===== config.mk =====
export PLATFORM = sky130hd
export DESIGN_NAME = cos_alloc
export DESIGN_NICKNAME = d
export VERILOG_FILES = /design/src/rtl/cos_alloc.sv
export SDC_FILE = /design/constraint.sdc
export NUM_CORES = 1
export LEC_CHECK = 0
export BUFFER_PORTS_ARGS = -buffer_cell sky130_fd_sc_hd__buf_2
export CAP_MARGIN = 30
export CORE_UTILIZATION = 37
export CTS_BUF_LIST = sky130_fd_sc_hd__clkbuf_8 sky130_fd_sc_hd__clkbuf_16
export DETAILED_ROUTE_END_ITERATION = 10
export PLACE_DENSITY = 0.6
export SLEW_MARGIN = 10
export SYNTH_ARGS = -nofsm -noshare
export SYNTH_HDL_FRONTEND = slang
export SYNTH_SLANG_ARGS = --single-unit

===== constraint.sdc =====
create_clock -name clk -period 9 [get_ports clk]
set_clock_uncertainty 0.1 [all_clocks]
set_input_delay 1.8 -clock clk [delete_from_list [all_inputs] [get_ports clk]]
set_output_delay 1.8 -clock clk [all_outputs]
set_load 0.01 [all_outputs]

===== src/rtl/cos_alloc.sv =====
module cos_alloc #(
  parameter int NUM_REQ = 8,
  parameter int NUM_COS = 16,
  parameter int MASK_W  = 8,
  localparam int REQ_W = NUM_REQ > 1 ? $clog2(NUM_REQ) : 1,
  localparam int COS_W = NUM_COS > 1 ? $clog2(NUM_COS) : 1,
  localparam int CNT_W = $clog2(NUM_REQ + 1)
) (
  input  logic              clk,
  input  logic              rst_n,
  input  logic [2:0]        feat_en,
  input  logic [COS_W-1:0]  l3_cos_max,
  input  logic [COS_W-1:0]  l2_cos_max,
  input  logic              req_valid,
  input  logic [REQ_W-1:0]  req_id,
  input  logic [1:0]        req_kind,
  input  logic [MASK_W-1:0] req_mask,
  output logic              busy,
  output logic              done,
  output logic [1:0]        done_err,
  output logic [COS_W-1:0]  done_cos,
  output logic [COS_W-1:0]  rd_cos,
  input  logic [MASK_W-1:0] rd_l2,
  input  logic [MASK_W-1:0] rd_code,
  input  logic [MASK_W-1:0] rd_data,
  output logic              wr_en,
  output logic [COS_W-1:0]  wr_cos,
  output logic [MASK_W-1:0] wr_l2,
  output logic [MASK_W-1:0] wr_code,
  output logic [MASK_W-1:0] wr_data
);
  localparam logic [1:0] ST_OK   = 2'd0;
  localparam logic [1:0] ST_FULL = 2'd1;
  localparam logic [1:0] ST_KIND = 2'd2;

  typedef enum logic [1:0] {S_IDLE, S_LOAD, S_SCAN} state_t;
  state_t state;

  logic [REQ_W-1:0]  cur_id;
  logic [1:0]        cur_kind;
  logic [MASK_W-1:0] cur_mask;
  logic [COS_W-1:0]  old_cos, idx, free_idx;
  logic              free_found;
  logic [MASK_W-1:0] n_l2, n_code, n_data;
  logic [COS_W-1:0]  cls_tbl [NUM_REQ];
  logic [CNT_W-1:0]  ref_cnt [NUM_COS];

  logic              l3_on, l2_on;
  logic [COS_W-1:0]  limit;
  logic              kind_ok, match, free_here, owned, at_end;
  logic [MASK_W-1:0] ld_l2, ld_code, ld_data;
  logic              fin, fin_wr;
  logic [1:0]        fin_err;
  logic [COS_W-1:0]  fin_cos;

  assign busy  = state != S_IDLE;
  assign l3_on = feat_en[0] | feat_en[1];
  assign l2_on = feat_en[2];
  assign limit = (l3_on && l2_on) ? ((l3_cos_max < l2_cos_max) ? l3_cos_max : l2_cos_max)
               : (l3_on ? l3_cos_max : l2_cos_max);

  assign kind_ok = (cur_kind == 2'd0 && feat_en[2])
                || (cur_kind == 2'd1 && feat_en[0] && !feat_en[1])
                || (cur_kind[1] && feat_en[1]);

  assign rd_cos = (state == S_LOAD) ? old_cos : idx;

  assign ld_l2   = (cur_kind == 2'd0) ? cur_mask : rd_l2;
  assign ld_code = (cur_kind == 2'd1 || cur_kind == 2'd2) ? cur_mask : rd_code;
  assign ld_data = (cur_kind == 2'd1 || cur_kind == 2'd3) ? cur_mask : rd_data;

  assign match     = rd_l2 == n_l2 && rd_code == n_code && rd_data == n_data;
  assign free_here = idx != '0 && ref_cnt[idx] == '0;
  assign owned     = old_cos != '0 && ref_cnt[old_cos] == CNT_W'(1) && old_cos <= limit;
  assign at_end    = idx >= limit;

  always_comb begin
    fin     = 1'b0;
    fin_wr  = 1'b0;
    fin_err = ST_OK;
    fin_cos = old_cos;
    if (state == S_LOAD && !kind_ok) begin
      fin     = 1'b1;
      fin_err = ST_KIND;
    end else if (state == S_SCAN) begin
      if (match) begin
        fin     = 1'b1;
        fin_cos = idx;
      end else if (at_end) begin
        fin = 1'b1;
        if (owned) begin
          fin_wr = 1'b1;
        end else if (free_found || free_here) begin
          fin_wr  = 1'b1;
          fin_cos = free_found ? free_idx : idx;
        end else begin
          fin_err = ST_FULL;
        end
      end
    end
  end

  always_ff @(posedge clk) begin
    if (!rst_n) begin
      state      <= S_IDLE;
      cur_id     <= '0;
      cur_kind   <= '0;
      cur_mask   <= '0;
      old_cos    <= '0;
      idx        <= '0;
      free_idx   <= '0;
      free_found <= 1'b0;
      n_l2       <= '0;
      n_code     <= '0;
      n_data     <= '0;
      done       <= 1'b0;
      done_err   <= ST_OK;
      done_cos   <= '0;
      wr_en      <= 1'b0;
      wr_cos     <= '0;
      wr_l2      <= '0;
      wr_code    <= '0;
      wr_data    <= '0;
      for (int i = 0; i < NUM_REQ; i++) cls_tbl[i] <= '0;
      for (int c = 0; c < NUM_COS; c++) ref_cnt[c] <= (c == 0) ? CNT_W'(NUM_REQ) : '0;
    end else begin
      done  <= 1'b0;
      wr_en <= 1'b0;
      case (state)
        S_IDLE: if (req_valid) begin
          cur_id   <= req_id;
          cur_kind <= req_kind;
          cur_mask <= req_mask;
          old_cos  <= cls_tbl[req_id];
          state    <= S_LOAD;
        end
        S_LOAD: begin
          n_l2       <= ld_l2;
          n_code     <= ld_code;
          n_data     <= ld_data;
          idx        <= '0;
          free_found <= 1'b0;
          state      <= S_SCAN;
        end
        S_SCAN: if (!fin) begin
          idx <= idx + 1'b1;
          if (free_here && !free_found) begin
            free_found <= 1'b1;
            free_idx   <= idx;
          end
        end
        default: state <= S_IDLE;
      endcase
      if (fin) begin
        state    <= S_IDLE;
        done     <= 1'b1;
        done_err <= fin_err;
        done_cos <= fin_cos;
        if (fin_wr) begin
          wr_en   <= 1'b1;
          wr_cos  <= fin_cos;
          wr_l2   <= n_l2;
          wr_code <= n_code;
          wr_data <= n_data;
        end
        if (fin_err == ST_OK && fin_cos != old_cos) begin
          ref_cnt[fin_cos] <= ref_cnt[fin_cos] + CNT_W'(1);
          ref_cnt[old_cos] <= ref_cnt[old_cos] - CNT_W'(1);
          cls_tbl[cur_id]  <= fin_cos;
        end
      end
    end
  end
endmodule


== After elaboration in Yosys (flattened, before gate mapping) ==
Memories as Yosys holds them, arrays and structs flattened. A register that Yosys moved wholly into a read port is not among the register bits.
Index checks and enable logic that the tools add are counted.

* Output and inout bits: 41
* Input port bits: 51
* Bits in writable memories: 96
* Flip-flop bits (word level): 84
* Memories kept: 2

{| class="wikitable"
|+ Memory list
! memory !! words !! width !! read ports !! clocked after Yosys merged registers in !! write ports !! RTL line !! source
|-
| ref_cnt || 16 || 4 || 3 || 1 || 16 || 46 || <nowiki>logic [CNT_W-1:0] ref_cnt [NUM_COS];</nowiki>
|-
| cls_tbl || 8 || 4 || 1 || 1 || 8 || 45 || <nowiki>logic [COS_W-1:0] cls_tbl [NUM_REQ];</nowiki>
|}

* Bitwise gates (word level): 4
* Mux-type cells: 55
* Equality and inequality tests: 13
* Reductions and logical operators: 41
* Order comparisons: 3
* $add $sub $neg: 3

{| class="wikitable"
|+ Operators with widths
! kind !! number
|-
| $mux W4 || 19
|-
| $mux W1 || 27
|-
| $eq A8 B8 Y1 || 3
|-
| $mux W8 || 3
|-
| $logic_and A1 B1 Y1 || 13
|-
| $reduce_or A4 Y1 || 3
|-
| $reduce_and A2 Y1 || 5
|-
| $add A4 B1 Y4 const B || 2
|-
| $pmux W4 S2 || 1
|-
| $reduce_bool A4 Y1 || 2
|-
| $eq A2 B2 Y1 const B || 3
|-
| $logic_not A2 Y1 || 3
|-
| $pmux W2 S3 || 1
|-
| $reduce_and A3 Y1 || 2
|-
| $logic_or A1 B1 Y1 || 5
|-
| $eq A2 B1 Y1 const B || 2
|-
| $eq A4 B1 Y1 const B || 1
|-
| $ge A4 B4 Y1 || 1
|-
| $le A4 B4 Y1 || 1
|-
| $logic_not A1 Y1 || 4
|-
| $logic_not A4 Y1 || 1
|-
| $lt A4 B4 Y1 || 1
|-
| $mux W2 || 2
|-
| $ne A2 B2 Y1 const B || 2
|-
| other kinds (9) || 12
|}

== Depth between registers and ports, before layout ==
Gate-level depths: netlist (run 1).

* Word-level depth: 18
* Mapped depth: 23
* Depth with buffers taken out: 19

== Least setup slack after synthesis (run 1) ==
OpenSTA, ideal clock, no wires.

* Path kind: in2reg
* Start: input port l2_cos_max[1]
* End: memory ref_cnt[11][1] in the netlist's numbering (data pin)
* Stages on the path: 23
* Library setup time: 271 ps
* Data required time: 8629 ps
* Path buffers: 4
* Arrival time: 6129 ps
* Path slack: 2500 ps
* Path through: inv_1 > ha_1 > o211ai_1 > o21ai_1 > a21oi_1 > mux2_2 > ha_1 > nand2b_1 > o21ai_0 > o31ai_1 > and4_1 > buf_6 > nand3_2 > and3_1 > clkbuf_1 > nor2_1 > o211ai_1 > nand4_2 > clkbuf_1 > ha_1 > inv_1 > clkbuf_1 > o22ai_1

{| class="wikitable"
|+ RTL lines
! item !! RTL line !! source
|-
| from (decl) || 13 || <nowiki>input logic [COS_W-1:0] l2_cos_max,</nowiki>
|-
| to (decl) || 46 ||
|}

==> flow_summary.html, run 1 <==
<table>
<tr><th>Metric</th><th>Value</th></tr>
<tr><th colspan="2">Global routing</th></tr>
<tr><td>Global-route total usage across every layer</td><td>0.226</td></tr>
<tr><td>Global-route wire length before repair</td><td>50400 um</td></tr>
<tr><td>Antenna violations before repair</td><td>2</td></tr>
<tr><td>GRT Residual Overflow</td><td>0</td></tr>
<tr><td>Via count of the first global-routing pass</td><td>8455</td></tr>
<tr><td>Largest net degree at the start of global routing</td><td>72</td></tr>
<tr><th colspan="2">Yosys</th></tr>
<tr><td>Parity-gate share of the synthesized area counting xor and xnor cells</td><td>0.0262</td></tr>
<tr><td>#FFs+latches synth</td><td>188</td></tr>
<tr><td>Synth Area in Compound Gates</td><td>0.167</td></tr>
<tr><td>Number of enable flip-flop cells after synthesis</td><td>96</td></tr>
<tr><td>Sequential share of the synthesized area</td><td>0.442</td></tr>
<tr><td>Area share of the largest cell type after synthesis</td><td>0.270</td></tr>
<tr><td>Net count after synthesis</td><td>1127</td></tr>
<tr><td>Number of library cell types mapped by synthesis</td><td>86</td></tr>
<tr><td>Cell taking the most area after synthesis</td><td>sky130_fd_sc_hd__edfxtp_1</td></tr>
<tr><td>Synth Instances</td><td>1060</td></tr>
<tr><td>Post-Synthesis Cell Area</td><td>10700 um^2</td></tr>
<tr><td>Post-synthesis share of cell area spent on full adders, half adders and majority gates</td><td>0.0197</td></tr>
<tr><td>Async set-or-reset flop fraction in the synthesized netlist</td><td>0</td></tr>
<tr><td>Top post-synthesis cells by area</td><td>sky130_fd_sc_hd__edfxtp_1, sky130_fd_sc_hd__dfxtp_1, sky130_fd_sc_hd__mux2i_1</td></tr>
<tr><td>Most common flop cell mapped by yosys</td><td>sky130_fd_sc_hd__edfxtp_1</td></tr>
<tr><td>Largest family of logic cells by synthesized area</td><td>simple AND/OR/NAND/NOR gates</td></tr>
<tr><td>Multiplexer share of the synthesized area</td><td>0.132</td></tr>
<tr><td>Synthesized-area fraction occupied by and/or/nand/nor cells</td><td>0.175</td></tr>
<tr><td>Syn avg cell area</td><td>10.1 um^2</td></tr>
<tr><td>Count of synthesis-stage warnings from yosys</td><td>0</td></tr>
<tr><th colspan="2">Critical path</th></tr>
<tr><td>Arr. time, crit path</td><td>7.41 ns</td></tr>
<tr><td>Depth of the worst register-to-register path</td><td>16</td></tr>
<tr><td>Crit end category</td><td>register</td></tr>
<tr><td>Worst reg2reg path startpoint</td><td>old_cos[0]</td></tr>
<tr><td>Worst-path fanout max</td><td>18</td></tr>
<tr><td>Worst Path Required</td><td>9.07 ns</td></tr>
<tr><td>Category of the most critical setup path</td><td>in -&gt; reg</td></tr>
<tr><td>R2R Setup Slk</td><td>2.30 ns</td></tr>
<tr><td>Worst reg2reg path endpoint</td><td>ref_cnt[13][1]</td></tr>
<tr><td>Category of the worst setup path launch point</td><td>primary input</td></tr>
<tr><th colspan="2">Timing</th></tr>
<tr><td>Total count of max-transition violations in the final report</td><td>0</td></tr>
<tr><td>Fin crit share</td><td>0.816</td></tr>
<tr><td>Min cycle time layout</td><td>7.34 ns</td></tr>
<tr><td>Setup repair after global routing missed its margin</td><td>no</td></tr>
<tr><td>Worst setup slack after layout</td><td>1.66 ns</td></tr>
<tr><td>Final hold violations</td><td>0</td></tr>
<tr><td>Achievable Freq</td><td>136 MHz</td></tr>
<tr><td>Worst Max-Slew Pin Slew</td><td>1.07 ns</td></tr>
<tr><td>Worst slew slack as a fraction of its limit</td><td>0.279</td></tr>
<tr><td>Setup violators final</td><td>0</td></tr>
<tr><td>Post-Route Setup TNS</td><td>0 ns</td></tr>
<tr><th colspan="2">Clock network</th></tr>
<tr><td>CTS tree</td><td>built</td></tr>
<tr><td>Number of H-tree branching levels</td><td>4</td></tr>
<tr><td>Cell at the root of the clock tree</td><td>sky130_fd_sc_hd__clkbuf_16</td></tr>
<tr><td>Number of gates given a new drive strength after cts</td><td>0</td></tr>
<tr><td>Insertion delay of the later-clocked pin in the worst-skew pair</td><td>0.45 ns</td></tr>
<tr><td>Longest Clk Path Bufs</td><td>2</td></tr>
<tr><td>Num Clock Sinks</td><td>188</td></tr>
<tr><td>Clock edge transition at the registers on the reported setup and hold paths</td><td>0.08 ns</td></tr>
<tr><td>Total setup buffers inserted after CTS</td><td>0</td></tr>
<tr><td>Number of buffers added by the clock tree synthesis step</td><td>17</td></tr>
<tr><td>Number of hold buffers added after cts</td><td>0</td></tr>
<tr><th colspan="2">Floorplanning</th></tr>
<tr><td>Area of the core</td><td>28100 um^2</td></tr>
<tr><td>Row count</td><td>61</td></tr>
<tr><td>Die span in y</td><td>172 um</td></tr>
<tr><td>Starting utilization of the core area</td><td>0.381</td></tr>
<tr><td>DIE AREA</td><td>29600 um^2</td></tr>
<tr><td>Horizontal die dimension</td><td>172 um</td></tr>
<tr><td>Top Ports</td><td>92</td></tr>
<tr><th colspan="2">Power and ir drop</th></tr>
<tr><td>Pleak</td><td>4.64 nW</td></tr>
<tr><td>Power density relative to cell area</td><td>183 nW/um^2</td></tr>
<tr><td>IR drop worst, VDD</td><td>0.120 mV</td></tr>
<tr><td>Post-layout total power</td><td>2.20 mW</td></tr>
<tr><th colspan="2">Drt</th></tr>
<tr><td>Max layer used</td><td>met5</td></tr>
<tr><td>DRC viols</td><td>0</td></tr>
<tr><td>Total Routed Length</td><td>32500 um</td></tr>
<tr><td>Routed length on met3</td><td>3060 um</td></tr>
<tr><td>M1 WL</td><td>13700 um</td></tr>
<tr><td>Count of vias placed by the detailed router</td><td>9013</td></tr>
<tr><td>DR pass1 iterations</td><td>5</td></tr>
<tr><td>Vias per inst</td><td>6.00</td></tr>
<tr><td>Average routed wire per standard cell</td><td>21.7 um</td></tr>
<tr><td>1st-iter DRT viols</td><td>844</td></tr>
<tr><td>DRT antenna net count</td><td>0</td></tr>
<tr><td>Routed length on met2</td><td>14700 um</td></tr>
<tr><th colspan="2">Worst hold path</th></tr>
<tr><td>Worst-case hold path end point</td><td>done_err[1]</td></tr>
<tr><td>Type of the most critical hold path</td><td>reg -&gt; reg</td></tr>
<tr><td>Origin of the worst min-delay path</td><td>done_err[1]</td></tr>
<tr><td>Number of stages on the worst hold path</td><td>2</td></tr>
<tr><th colspan="2">Finish</th></tr>
<tr><td>Count of fill cells added during filler insertion</td><td>2811</td></tr>
<tr><td>Syn-to-layout area delta</td><td>12.6%</td></tr>
<tr><td>Net total in the final layout</td><td>1177</td></tr>
<tr><td>Fraction of layout cells with a size suffix above 1</td><td>0.178</td></tr>
<tr><th colspan="2">Outcome</th></tr>
<tr><td>Result of the run</td><td>completed</td></tr>
<tr><th colspan="2">Place</th></tr>
<tr><td>HPWL after detailed placement</td><td>23300 um</td></tr>
<tr><td>Total of buffers placed on input and output ports</td><td>91</td></tr>
<tr><td>Final weighted congestion in routability-driven placement</td><td>0.974</td></tr>
<tr><td>Post-placement setup slack</td><td>1.28 ns</td></tr>
<tr><th colspan="2">Flow run</th></tr>
<tr><td>Number of max-capacitance violations reported</td><td>0</td></tr>
</table>
[power breakdown]
group | switching, mW | internal [mW] | total [mW] | leakage [nW]
Clock | 0.411 | 0.388 | 0.799 | 0.305
Sequential | 0.0365 | 0.932 | 0.968 | 1.74
Combinational | 0.285 | 0.151 | 0.435 | 2.60
Total | 0.732 | 1.47 | 2.20 | 4.64
[stage by stage]
stage / instance area [um^2] / utilization / instances / hold slack (ns)
2_1_floorplan: 10700 / - / 1060 / 0.357
3_3_place_gp: 11400 / 0.406 / 1468 / 0.353
3_5_place_dp: 11400 / 0.406 / 1468 / 0.375
4_1_cts: 12000 / 0.429 / 1500 / 0.386
5_1_grt: 12000 / 0.429 / 1501 / 0.431
6_report: 12000 / 0.429 / 1502 / 0.380
[cell type report]
| cell class | count | area [um^2] | share of cell area |
|---|---|---|---|
| Inverter | 20 | 75.1 | 0.00623 |
| Multi-Input combinational cell | 777 | 5570 | 0.463 |
| Antenna cell | 1 | 2.50 | 0.000208 |
| Clock inverter | 15 | 201 | 0.0167 |
| Tap cell | 378 | 473 | 0.0393 |
| Clock buffer | 17 | 425 | 0.0353 |
| Sequential cell | 188 | 4720 | 0.392 |
| Timing Repair Buffer | 106 | 568 | 0.0472 |
[Yosys cell counts, types with 5 or more instances]
master	number
sky130_fd_sc_hd__a21boi_0	17
sky130_fd_sc_hd__a21oi_1	13
sky130_fd_sc_hd__a22oi_1	7
sky130_fd_sc_hd__a31oi_1	9
sky130_fd_sc_hd__and2_1	9
sky130_fd_sc_hd__and3_1	5
sky130_fd_sc_hd__buf_2	13
sky130_fd_sc_hd__clkbuf_1	53
sky130_fd_sc_hd__dfxtp_1	92
sky130_fd_sc_hd__edfxtp_1	96
sky130_fd_sc_hd__ha_1	16
sky130_fd_sc_hd__inv_1	16
sky130_fd_sc_hd__mux2_1	5
sky130_fd_sc_hd__mux2_2	6
sky130_fd_sc_hd__mux2i_1	70
sky130_fd_sc_hd__mux4_2	26
sky130_fd_sc_hd__nand2_1	148
sky130_fd_sc_hd__nand2b_1	11
sky130_fd_sc_hd__nand3_1	43
sky130_fd_sc_hd__nand3b_1	6
sky130_fd_sc_hd__nand4_1	9
sky130_fd_sc_hd__nor2_1	66
sky130_fd_sc_hd__nor2b_1	34
sky130_fd_sc_hd__nor3_1	14
sky130_fd_sc_hd__nor4_1	13
sky130_fd_sc_hd__o211a_1	36
sky130_fd_sc_hd__o211ai_1	19
sky130_fd_sc_hd__o21ai_0	27
sky130_fd_sc_hd__o22ai_1	60
sky130_fd_sc_hd__o311ai_1	6
sky130_fd_sc_hd__xnor2_1	18
sky130_fd_sc_hd__xor2_1	9
[state kept, by name, indices dropped and copies added (netlist names), 8 cells and up, named ones only]
register  flops
wr_l2         8
n_code        8
n_l2          8
n_data        8
cur_mask      8
wr_code       8
wr_data       8
ref_cnt      64
cls_tbl      32
[layout by cell type (no fill, tap or decap), types with 19 or more instances in the layout]
| cell | count |
|---|---|
| sky130_fd_sc_hd__buf_2 | 91 |
| sky130_fd_sc_hd__dfxtp_1 | 92 |
| sky130_fd_sc_hd__edfxtp_1 | 96 |
| sky130_fd_sc_hd__mux2i_1 | 70 |
| sky130_fd_sc_hd__mux4_2 | 26 |
| sky130_fd_sc_hd__nand2_1 | 148 |
| sky130_fd_sc_hd__nand3_1 | 43 |
| sky130_fd_sc_hd__nor2_1 | 66 |
| sky130_fd_sc_hd__nor2b_1 | 33 |
| sky130_fd_sc_hd__o211a_1 | 36 |
| sky130_fd_sc_hd__o211ai_1 | 19 |
| sky130_fd_sc_hd__o21ai_0 | 27 |
| sky130_fd_sc_hd__o22ai_1 | 60 |
[layer usage]
metal | global-route usage | vias up
met5 | 0 | -
met4 | 0.0739 | 2
met3 | 0.0469 | 84
met2 | 0.358 | 493
met1 | 0.307 | 4334
li1 | - | 4100
[worst max-delay path, stage by stage]
cell and delay (ns):
sky130_fd_sc_hd__buf_2 0.12, sky130_fd_sc_hd__ha_1 0.28, sky130_fd_sc_hd__o211ai_1 0.21, sky130_fd_sc_hd__o21ai_1 0.16, sky130_fd_sc_hd__a21oi_1 0.18, sky130_fd_sc_hd__mux2_2 0.36, sky130_fd_sc_hd__ha_1 0.27, sky130_fd_sc_hd__nand2b_1 0.11
sky130_fd_sc_hd__o21ai_0 0.11, sky130_fd_sc_hd__o31ai_1 0.41, sky130_fd_sc_hd__nand4_1 0.30, sky130_fd_sc_hd__o21ai_1 0.27, sky130_fd_sc_hd__and3_1 0.67, sky130_fd_sc_hd__nor2_1 0.30, sky130_fd_sc_hd__o211ai_1 0.19, sky130_fd_sc_hd__nand4_2 0.50
sky130_fd_sc_hd__ha_1 0.53, sky130_fd_sc_hd__inv_1 0.45, sky130_fd_sc_hd__o22ai_1 0.18
[logic make-up after synthesis]
group | after synthesis
simple gates | 385
compound gates | 239
flops | 188
mux | 107
buf+inv | 95
xor+xnor | 29
fa+ha+maj | 17
[worst max-delay path by stage]
stage             startpoint  slack [ns]  cells after the start             end
3_3_place_gp   l2_cos_max[3]        1.40                     19   ref_cnt[5][1]
3_5_place_dp   l3_cos_max[1]        1.28                     18  ref_cnt[13][1]
4_1_cts        l3_cos_max[1]        1.64                     18  ref_cnt[13][1]
6_report       l3_cos_max[1]        1.66                     19  ref_cnt[13][1]
5_1_grt        l2_cos_max[1]        1.35                     20  ref_cnt[12][1]
2_1_floorplan  l2_cos_max[1]        2.50                     23  ref_cnt[11][1]
Note: power is estimated with default switching activity, not from simulation.
==> run 2, diff against run 1 <==
Clock period 9 ns to 7.05 ns, I/O delays scaled along.
==> run 2 against run 1 <==
Compared with the run above: total power rose by 30%; worst setup slack got worse by 0.91 ns; routed wire length rose by 0.95%; worst hold slack got worse by 0.0047 ns; critical path type unchanged; largest power group unchanged; highest routed layer is now met4.
==> flow_summary.html, run 2 (same netlist as run 1, synthesis figures left out) <==
<table>
<tr><th>Metric</th><th>Value</th></tr>
<tr><th colspan="2">Clock network</th></tr>
<tr><td>Insertion delay of the later-clocked pin in the worst-skew pair</td><td>0.45 ns</td></tr>
<tr><td>Number of buffers added by the clock tree synthesis step</td><td>17</td></tr>
<tr><td>Number of gates given a new drive strength after cts</td><td>0</td></tr>
<tr><td>CTS tree</td><td>built</td></tr>
<tr><td>Clock edge transition at the registers on the reported setup and hold paths</td><td>0.08 ns</td></tr>
<tr><td>Num Clock Sinks</td><td>188</td></tr>
<tr><td>Number of H-tree branching levels</td><td>4</td></tr>
<tr><td>Cell at the root of the clock tree</td><td>sky130_fd_sc_hd__clkbuf_16</td></tr>
<tr><td>Total setup buffers inserted after CTS</td><td>0</td></tr>
<tr><td>Longest Clk Path Bufs</td><td>2</td></tr>
<tr><td>Number of hold buffers added after cts</td><td>0</td></tr>
<tr><th colspan="2">Drt</th></tr>
<tr><td>Vias per inst</td><td>5.90</td></tr>
<tr><td>Count of vias placed by the detailed router</td><td>8956</td></tr>
<tr><td>DRT antenna net count</td><td>0</td></tr>
<tr><td>Total Routed Length</td><td>32900 um</td></tr>
<tr><td>1st-iter DRT viols</td><td>828</td></tr>
<tr><td>DR pass1 iterations</td><td>5</td></tr>
<tr><td>DRC viols</td><td>0</td></tr>
<tr><td>Average routed wire per standard cell</td><td>21.7 um</td></tr>
<tr><th colspan="2">Power and ir drop</th></tr>
<tr><td>Sw frac</td><td>0.334</td></tr>
<tr><td>Power density relative to cell area</td><td>235 nW/um^2</td></tr>
<tr><td>Int Pwr</td><td>1.91 mW</td></tr>
<tr><td>Part of the total power dissipated in the clock network</td><td>0.370</td></tr>
<tr><td>Sequential cell fraction of total power</td><td>0.437</td></tr>
<tr><td>IR drop worst, VDD</td><td>0.130 mV</td></tr>
<tr><td>Pleak</td><td>4.72 nW</td></tr>
<tr><td>Comb pwr share</td><td>0.193</td></tr>
<tr><td>Total net switching power</td><td>957 uW</td></tr>
<tr><th colspan="2">Finish</th></tr>
<tr><td>Fraction of layout cells with a size suffix above 1</td><td>0.190</td></tr>
<tr><td>Most common library cell in the layout ignoring fill and taps</td><td>sky130_fd_sc_hd__nand2_1</td></tr>
<tr><td>Syn-to-layout area delta</td><td>14.1%</td></tr>
<tr><td>Register with the most flip-flops</td><td>ref_cnt</td></tr>
<tr><td>Count of fill cells added during filler insertion</td><td>2739</td></tr>
<tr><td>Most used cells in the layout excluding fill and tap cells</td><td>sky130_fd_sc_hd__nand2_1, sky130_fd_sc_hd__edfxtp_1, sky130_fd_sc_hd__dfxtp_1</td></tr>
<tr><td>Number of flip-flops under the largest register name</td><td>64</td></tr>
<tr><td>Net total in the final layout</td><td>1193</td></tr>
<tr><td>Final antenna diode count</td><td>0</td></tr>
<tr><td>Top flop regs</td><td>ref_cnt (64), cls_tbl (32)</td></tr>
<tr><th colspan="2">Worst hold path</th></tr>
<tr><td>Number of stages on the worst hold path</td><td>2</td></tr>
<tr><td>Type of the most critical hold path</td><td>reg -&gt; reg</td></tr>
<tr><th colspan="2">Floorplanning</th></tr>
<tr><td>Die span in y</td><td>172 um</td></tr>
<tr><td>Horizontal die dimension</td><td>172 um</td></tr>
<tr><td>Top Ports</td><td>92</td></tr>
<tr><td>Area of the core</td><td>28100 um^2</td></tr>
<tr><td>Row count</td><td>61</td></tr>
<tr><td>Starting utilization of the core area</td><td>0.381</td></tr>
<tr><td>DIE AREA</td><td>29600 um^2</td></tr>
<tr><th colspan="2">Global routing</th></tr>
<tr><td>Global-route total usage across every layer</td><td>0.227</td></tr>
<tr><td>GRT Residual Overflow</td><td>0</td></tr>
<tr><td>Largest net degree at the start of global routing</td><td>61</td></tr>
<tr><td>Via count of the first global-routing pass</td><td>8581</td></tr>
<tr><td>Global-route wire length before repair</td><td>50300 um</td></tr>
<tr><td>Antenna violations before repair</td><td>0</td></tr>
<tr><th colspan="2">Timing</th></tr>
<tr><td>Total count of max-transition violations in the final report</td><td>0</td></tr>
<tr><td>Worst setup slack after layout</td><td>0.751 ns</td></tr>
<tr><td>Worst Max-Slew Pin Slew</td><td>0.898 ns</td></tr>
<tr><td>Min cycle time layout</td><td>6.30 ns</td></tr>
<tr><td>Final hold violations</td><td>0</td></tr>
<tr><td>Setup repair after global routing missed its margin</td><td>no</td></tr>
<tr><td>Achievable Freq</td><td>159 MHz</td></tr>
<tr><td>Worst slew slack as a fraction of its limit</td><td>0.396</td></tr>
<tr><td>Post-Route Setup TNS</td><td>0 ns</td></tr>
<tr><td>Setup violators final</td><td>0</td></tr>
<tr><td>Fin crit share</td><td>0.894</td></tr>
<tr><th colspan="2">Place</th></tr>
<tr><td>Post-placement setup slack</td><td>0.384 ns</td></tr>
<tr><td>HPWL after detailed placement</td><td>24000 um</td></tr>
<tr><td>Total of buffers placed on input and output ports</td><td>91</td></tr>
<tr><td>Final weighted congestion in routability-driven placement</td><td>0.998</td></tr>
<tr><th colspan="2">Outcome</th></tr>
<tr><td>Result of the run</td><td>completed</td></tr>
<tr><th colspan="2">Critical path</th></tr>
<tr><td>R2R Setup Slk</td><td>0.78 ns</td></tr>
<tr><td>Worst Path Required</td><td>7.03 ns</td></tr>
<tr><td>Depth of the worst register-to-register path</td><td>16</td></tr>
<tr><td>Category of the most critical setup path</td><td>in -&gt; reg</td></tr>
<tr><td>Arr. time, crit path</td><td>6.28 ns</td></tr>
<tr><td>Category of the worst setup path launch point</td><td>primary input</td></tr>
<tr><td>Crit end category</td><td>register</td></tr>
<tr><td>Worst-path fanout max</td><td>19</td></tr>
<tr><th colspan="2">Flow run</th></tr>
<tr><td>Number of max-capacitance violations reported</td><td>0</td></tr>
</table>
run 2: cell count changes in the layout (fill, tap and decap cells not counted):
cell	change
sky130_fd_sc_hd__clkinv_8	-2
sky130_fd_sc_hd__inv_12	+6
sky130_fd_sc_hd__inv_4	-1
sky130_fd_sc_hd__clkinv_4	-1
sky130_fd_sc_hd__buf_4	+16
sky130_fd_sc_hd__inv_8	-3
sky130_fd_sc_hd__buf_12	+1
sky130_fd_sc_hd__diode_2	-1
sky130_fd_sc_hd__inv_6	+1
sky130_fd_sc_hd__buf_2	-1
run 2: worst paths after layout:
check	from	endpoint
hold reg to reg	done_err[1]	done_err[1]
hold / removal	done_err[1]	done_err[1]
setup / recovery	l3_cos_max[1]	ref_cnt[9][2]
setup reg to reg	old_cos[0]	ref_cnt[4][3]
run 2: layout make-up:
type                       instances  area, um^2  share of cell area
clock buffer                      17         425              0.0349
inverter                          20        75.1             0.00615
clock inverter                    15         226              0.0186
tap                              378         473              0.0388
sequential                       188        4720               0.387
multi-input combinational        777        5570               0.457
timing repair buffer             122         703              0.0576
run 2: per-stage QoR:
step / hold slack, ns / std cells / util / instance area [um^2] / total power, mW
after CTS: 0.384 / 1517 / 0.434 / 12200 / 2.86
final: 0.376 / 1517 / 0.434 / 12200 / 2.86
after global routing: 0.401 / 1517 / 0.434 / 12200 / 2.96
after global placement: 0.363 / 1484 / 0.410 / 11500 / 1.81
after floorplan: 0.357 / 1060 / - / 10700 / 1.63
after detailed placement: 0.371 / 1485 / 0.411 / 11500 / 1.81
run 2: routing by layer:
layer,track usage,vias up,part of all wire
met1,0.305,4284,0.43
met2,0.349,475,0.45
li1,-,4121,-
met4,0.0881,0,0.032
met3,0.0561,76,0.086
met5,0,-,0
run 2: critical path, stage by stage:
cell	delay, ns
sky130_fd_sc_hd__buf_2	0.12
sky130_fd_sc_hd__ha_1	0.29
sky130_fd_sc_hd__o211ai_1	0.20
sky130_fd_sc_hd__o21ai_1	0.16
sky130_fd_sc_hd__a21oi_1	0.18
sky130_fd_sc_hd__mux2_2	0.37
sky130_fd_sc_hd__ha_1	0.27
sky130_fd_sc_hd__nand2b_1	0.11
sky130_fd_sc_hd__o21ai_0	0.10
sky130_fd_sc_hd__o31ai_1	0.40
sky130_fd_sc_hd__nand4_1	0.25
sky130_fd_sc_hd__a21oi_1	0.30
sky130_fd_sc_hd__mux2_2	0.20
sky130_fd_sc_hd__o21ai_0	0.07
sky130_fd_sc_hd__a31oi_1	0.25
sky130_fd_sc_hd__o31ai_2	0.09
sky130_fd_sc_hd__buf_4	0.22
sky130_fd_sc_hd__or3_1	0.61
sky130_fd_sc_hd__o311ai_1	0.67
run 2: power by group through the flow:
stage          clock network [mW]  registers [mW]  logic, mW
5_1_grt                      1.12            1.26      0.590
6_report                     1.06            1.25      0.551
2_1_floorplan                   0            1.24      0.386
4_1_cts                      1.07            1.25      0.540
3_5_place_dp                    0            1.27      0.536
3_3_place_gp                    0            1.27      0.536
==> run 3, diff against run 2 <==
Settings changed: CAP_MARGIN 30 to 20, CELL_PAD_IN_SITES_DETAIL_PLACEMENT from default to 1, CELL_PAD_IN_SITES_GLOBAL_PLACEMENT from default to 2, CORE_MARGIN from default to 2, PLACE_DENSITY 0.6 to 0.83.
==> run 3 against run 2 <==
Compared with the run above: via count is 1.7% higher; cell count is 0.86% higher; non-clock buffer count is 5 higher; first-iteration DRC count is 6.9% higher; worst hold slack better by 0.0047 ns; combinational power is 3% higher; global-route usage is 0.97 points higher; clock power is 12% lower; worst setup slack worse by 0.17 ns; design area is 0.28% lower; routed wire length is 9.3% higher; register-to-register slack better by 0.07 ns.
==> flow_summary.html, run 3 (same netlist as run 1, synthesis figures left out) <==
<table>
<tr><th>Metric</th><th>Value</th></tr>
<tr><th colspan="2">Critical path</th></tr>
<tr><td>Worst-path fanout max</td><td>16</td></tr>
<tr><td>Worst reg2reg path endpoint</td><td>ref_cnt[8][2]</td></tr>
<tr><td>Launching element of the worst setup path</td><td>l3_cos_max[1]</td></tr>
<tr><td>Worst reg2reg path startpoint</td><td>old_cos[0]</td></tr>
<tr><td>R2R Setup Slk</td><td>0.85 ns</td></tr>
<tr><td>Worst Path Required</td><td>7.13 ns</td></tr>
<tr><td>Category of the most critical setup path</td><td>in -&gt; reg</td></tr>
<tr><td>Termination of the worst setup path</td><td>ref_cnt[11][3]</td></tr>
<tr><td>Arr. time, crit path</td><td>6.54 ns</td></tr>
<tr><td>Depth of the worst register-to-register path</td><td>16</td></tr>
<tr><td>Category of the worst setup path launch point</td><td>primary input</td></tr>
<tr><td>Crit end category</td><td>register</td></tr>
<tr><th colspan="2">Clock network</th></tr>
<tr><td>Number of gates given a new drive strength after cts</td><td>0</td></tr>
<tr><td>Cell at the root of the clock tree</td><td>sky130_fd_sc_hd__clkbuf_16</td></tr>
<tr><td>Clock edge transition at the registers on the reported setup and hold paths</td><td>0.07 ns</td></tr>
<tr><td>Longest Clk Path Bufs</td><td>2</td></tr>
<tr><td>CTS tree</td><td>built</td></tr>
<tr><td>Insertion delay of the later-clocked pin in the worst-skew pair</td><td>0.44 ns</td></tr>
<tr><td>Number of H-tree branching levels</td><td>4</td></tr>
<tr><td>Number of buffers added by the clock tree synthesis step</td><td>17</td></tr>
<tr><td>Total setup buffers inserted after CTS</td><td>0</td></tr>
<tr><td>Num Clock Sinks</td><td>188</td></tr>
<tr><td>Number of hold buffers added after cts</td><td>0</td></tr>
<tr><th colspan="2">Timing</th></tr>
<tr><td>Setup violators final</td><td>0</td></tr>
<tr><td>Worst setup slack after layout</td><td>0.582 ns</td></tr>
<tr><td>Worst Max-Slew Pin Slew</td><td>1.12 ns</td></tr>
<tr><td>Fin crit share</td><td>0.917</td></tr>
<tr><td>Setup repair after global routing missed its margin</td><td>no</td></tr>
<tr><td>Total count of max-transition violations in the final report</td><td>0</td></tr>
<tr><td>Post-Route Setup TNS</td><td>0 ns</td></tr>
<tr><td>Worst slew slack as a fraction of its limit</td><td>0.248</td></tr>
<tr><td>Worst hold margin</td><td>0.380 ns</td></tr>
<tr><td>Min cycle time layout</td><td>6.47 ns</td></tr>
<tr><td>Achievable Freq</td><td>155 MHz</td></tr>
<tr><td>Final hold violations</td><td>0</td></tr>
<tr><th colspan="2">Power and ir drop</th></tr>
<tr><td>IR drop worst, VDD</td><td>0.164 mV</td></tr>
<tr><td>Power density relative to cell area</td><td>226 nW/um^2</td></tr>
<tr><td>Pleak</td><td>4.72 nW</td></tr>
<tr><td>Post-layout total power</td><td>2.75 mW</td></tr>
<tr><th colspan="2">Drt</th></tr>
<tr><td>1st-iter DRT viols</td><td>885</td></tr>
<tr><td>Vias per inst</td><td>5.95</td></tr>
<tr><td>Count of vias placed by the detailed router</td><td>9111</td></tr>
<tr><td>Average routed wire per standard cell</td><td>23.5 um</td></tr>
<tr><td>DRT antenna net count</td><td>0</td></tr>
<tr><td>Total Routed Length</td><td>35900 um</td></tr>
<tr><td>DRC viols</td><td>0</td></tr>
<tr><td>DR pass1 iterations</td><td>5</td></tr>
<tr><th colspan="2">Global routing</th></tr>
<tr><td>GRT met1 Usage</td><td>0.318</td></tr>
<tr><td>Via count of the first global-routing pass</td><td>9131</td></tr>
<tr><td>Global-route wire length before repair</td><td>55000 um</td></tr>
<tr><td>Most utilized layer in the global route result</td><td>met2</td></tr>
<tr><td>Met3 capacity usage during global routing</td><td>0.0499</td></tr>
<tr><td>GRT Residual Overflow</td><td>0</td></tr>
<tr><td>Antenna violations before repair</td><td>4</td></tr>
<tr><td>Global-route total usage across every layer</td><td>0.236</td></tr>
<tr><td>Largest net degree at the start of global routing</td><td>84</td></tr>
<tr><td>Fraction of met2 tracks used by global routing</td><td>0.380</td></tr>
<tr><th colspan="2">Floorplanning</th></tr>
<tr><td>Die span in y</td><td>174 um</td></tr>
<tr><td>Area of the core</td><td>28500 um^2</td></tr>
<tr><td>Starting utilization of the core area</td><td>0.375</td></tr>
<tr><td>Top Ports</td><td>92</td></tr>
<tr><td>Horizontal die dimension</td><td>174 um</td></tr>
<tr><td>DIE AREA</td><td>30300 um^2</td></tr>
<tr><td>Row count</td><td>62</td></tr>
<tr><th colspan="2">Finish</th></tr>
<tr><td>Fraction of layout cells with a size suffix above 1</td><td>0.192</td></tr>
<tr><td>Footprint of the multi-input gates</td><td>5570 um^2</td></tr>
<tr><td>Count of fill cells added during filler insertion</td><td>3259</td></tr>
<tr><td>Non-Filler Instances</td><td>1530</td></tr>
<tr><td>Register with the most flip-flops</td><td>ref_cnt</td></tr>
<tr><td>Final design instance area without fill</td><td>12200 um^2</td></tr>
<tr><td>Core utilization of the finished layout</td><td>0.426</td></tr>
<tr><td>Syn-to-layout area delta</td><td>13.8%</td></tr>
<tr><td>Net total in the final layout</td><td>1198</td></tr>
<tr><td>Top flop regs</td><td>ref_cnt (64), cls_tbl (32)</td></tr>
<tr><td>Register area</td><td>4720 um^2</td></tr>
<tr><td>Most used cells in the layout excluding fill and tap cells</td><td>sky130_fd_sc_hd__nand2_1, sky130_fd_sc_hd__edfxtp_1, sky130_fd_sc_hd__dfxtp_1</td></tr>
<tr><td>Number of flip-flops under the largest register name</td><td>64</td></tr>
<tr><td>Most common library cell in the layout ignoring fill and taps</td><td>sky130_fd_sc_hd__nand2_1</td></tr>
<tr><th colspan="2">Place</th></tr>
<tr><td>Post-placement setup slack</td><td>0.224 ns</td></tr>
<tr><td>Total placed cells including tap cells</td><td>1495</td></tr>
<tr><td>Cell area after placement</td><td>11600 um^2</td></tr>
<tr><td>Final weighted congestion in routability-driven placement</td><td>0.879</td></tr>
<tr><td>HPWL after detailed placement</td><td>26900 um</td></tr>
<tr><td>Total of buffers placed on input and output ports</td><td>91</td></tr>
<tr><th colspan="2">Flow run</th></tr>
<tr><td>Number of max-capacitance violations reported</td><td>0</td></tr>
<tr><th colspan="2">Worst hold path</th></tr>
<tr><td>Type of the most critical hold path</td><td>reg -&gt; reg</td></tr>
<tr><th colspan="2">Outcome</th></tr>
<tr><td>Result of the run</td><td>completed</td></tr>
</table>
-- run 3: cell types whose count changed in the layout (fill, tap and decap cells not counted), sizes merged --
cell    before  now
diode        0    2
buf        122  127
inv         32   31
clkbuf      17   18
-- run 3: how the worst min path moves through the flow --
stage | start | end | slack [ns] | cells past startpoint
detailed placement | done_err[1] | done_err[1] | 0.38 | 2
global route | done_err[1] | done_err[1] | 0.41 | 2
finish | done_err[1] | done_err[1] | 0.38 | 2
floorplan | cur_id[2] | cur_id[2] | 0.36 | 2
global placement | done_err[1] | done_err[1] | 0.35 | 2
CTS | done_err[1] | done_err[1] | 0.39 | 2
-- run 3: critical path, stage by stage --
cell and delay (ns):
sky130_fd_sc_hd__buf_2 0.13, sky130_fd_sc_hd__ha_1 0.31, sky130_fd_sc_hd__o211ai_1 0.22, sky130_fd_sc_hd__o21ai_1 0.17, sky130_fd_sc_hd__a21oi_1 0.19, sky130_fd_sc_hd__mux2_2 0.37
sky130_fd_sc_hd__ha_1 0.27, sky130_fd_sc_hd__nand2b_1 0.15, sky130_fd_sc_hd__o21ai_0 0.24, sky130_fd_sc_hd__o31a_1 0.35, sky130_fd_sc_hd__a21oi_1 0.13, sky130_fd_sc_hd__a31oi_1 0.86
sky130_fd_sc_hd__nor2_4 0.21, sky130_fd_sc_hd__o311ai_0 0.65, sky130_fd_sc_hd__a31oi_4 0.26, sky130_fd_sc_hd__xor2_4 0.21, sky130_fd_sc_hd__buf_4 0.28, sky130_fd_sc_hd__o22ai_1 0.13
-- run 3: cell type report --
class	instances	area share
diodes	2	0.000411
clock inverters	14	0.00998
inverters	20	0.00617
well taps	384	0.0395
flip-flops and latches	188	0.388
multi-input cells	777	0.458
repair buffers	127	0.0615
clock buffers	18	0.0361
-- run 3: power by group --
| group | internal [mW] | switching [mW] | total (mW) | leakage (nW) |
|---|---|---|---|---|
| logic | 0.213 | 0.355 | 0.568 | 2.70 |
| registers | 1.19 | 0.0627 | 1.25 | 1.74 |
| clock network | 0.475 | 0.459 | 0.934 | 0.286 |
| total | 1.88 | 0.876 | 2.75 | 4.72 |
-- run 3: per-layer routing --
metal	wire (um)	vias to the layer above
met5	26	-
met4	884	4
met3	2690	65
met2	16700	339
met1	15600	4571
li1	-	4132
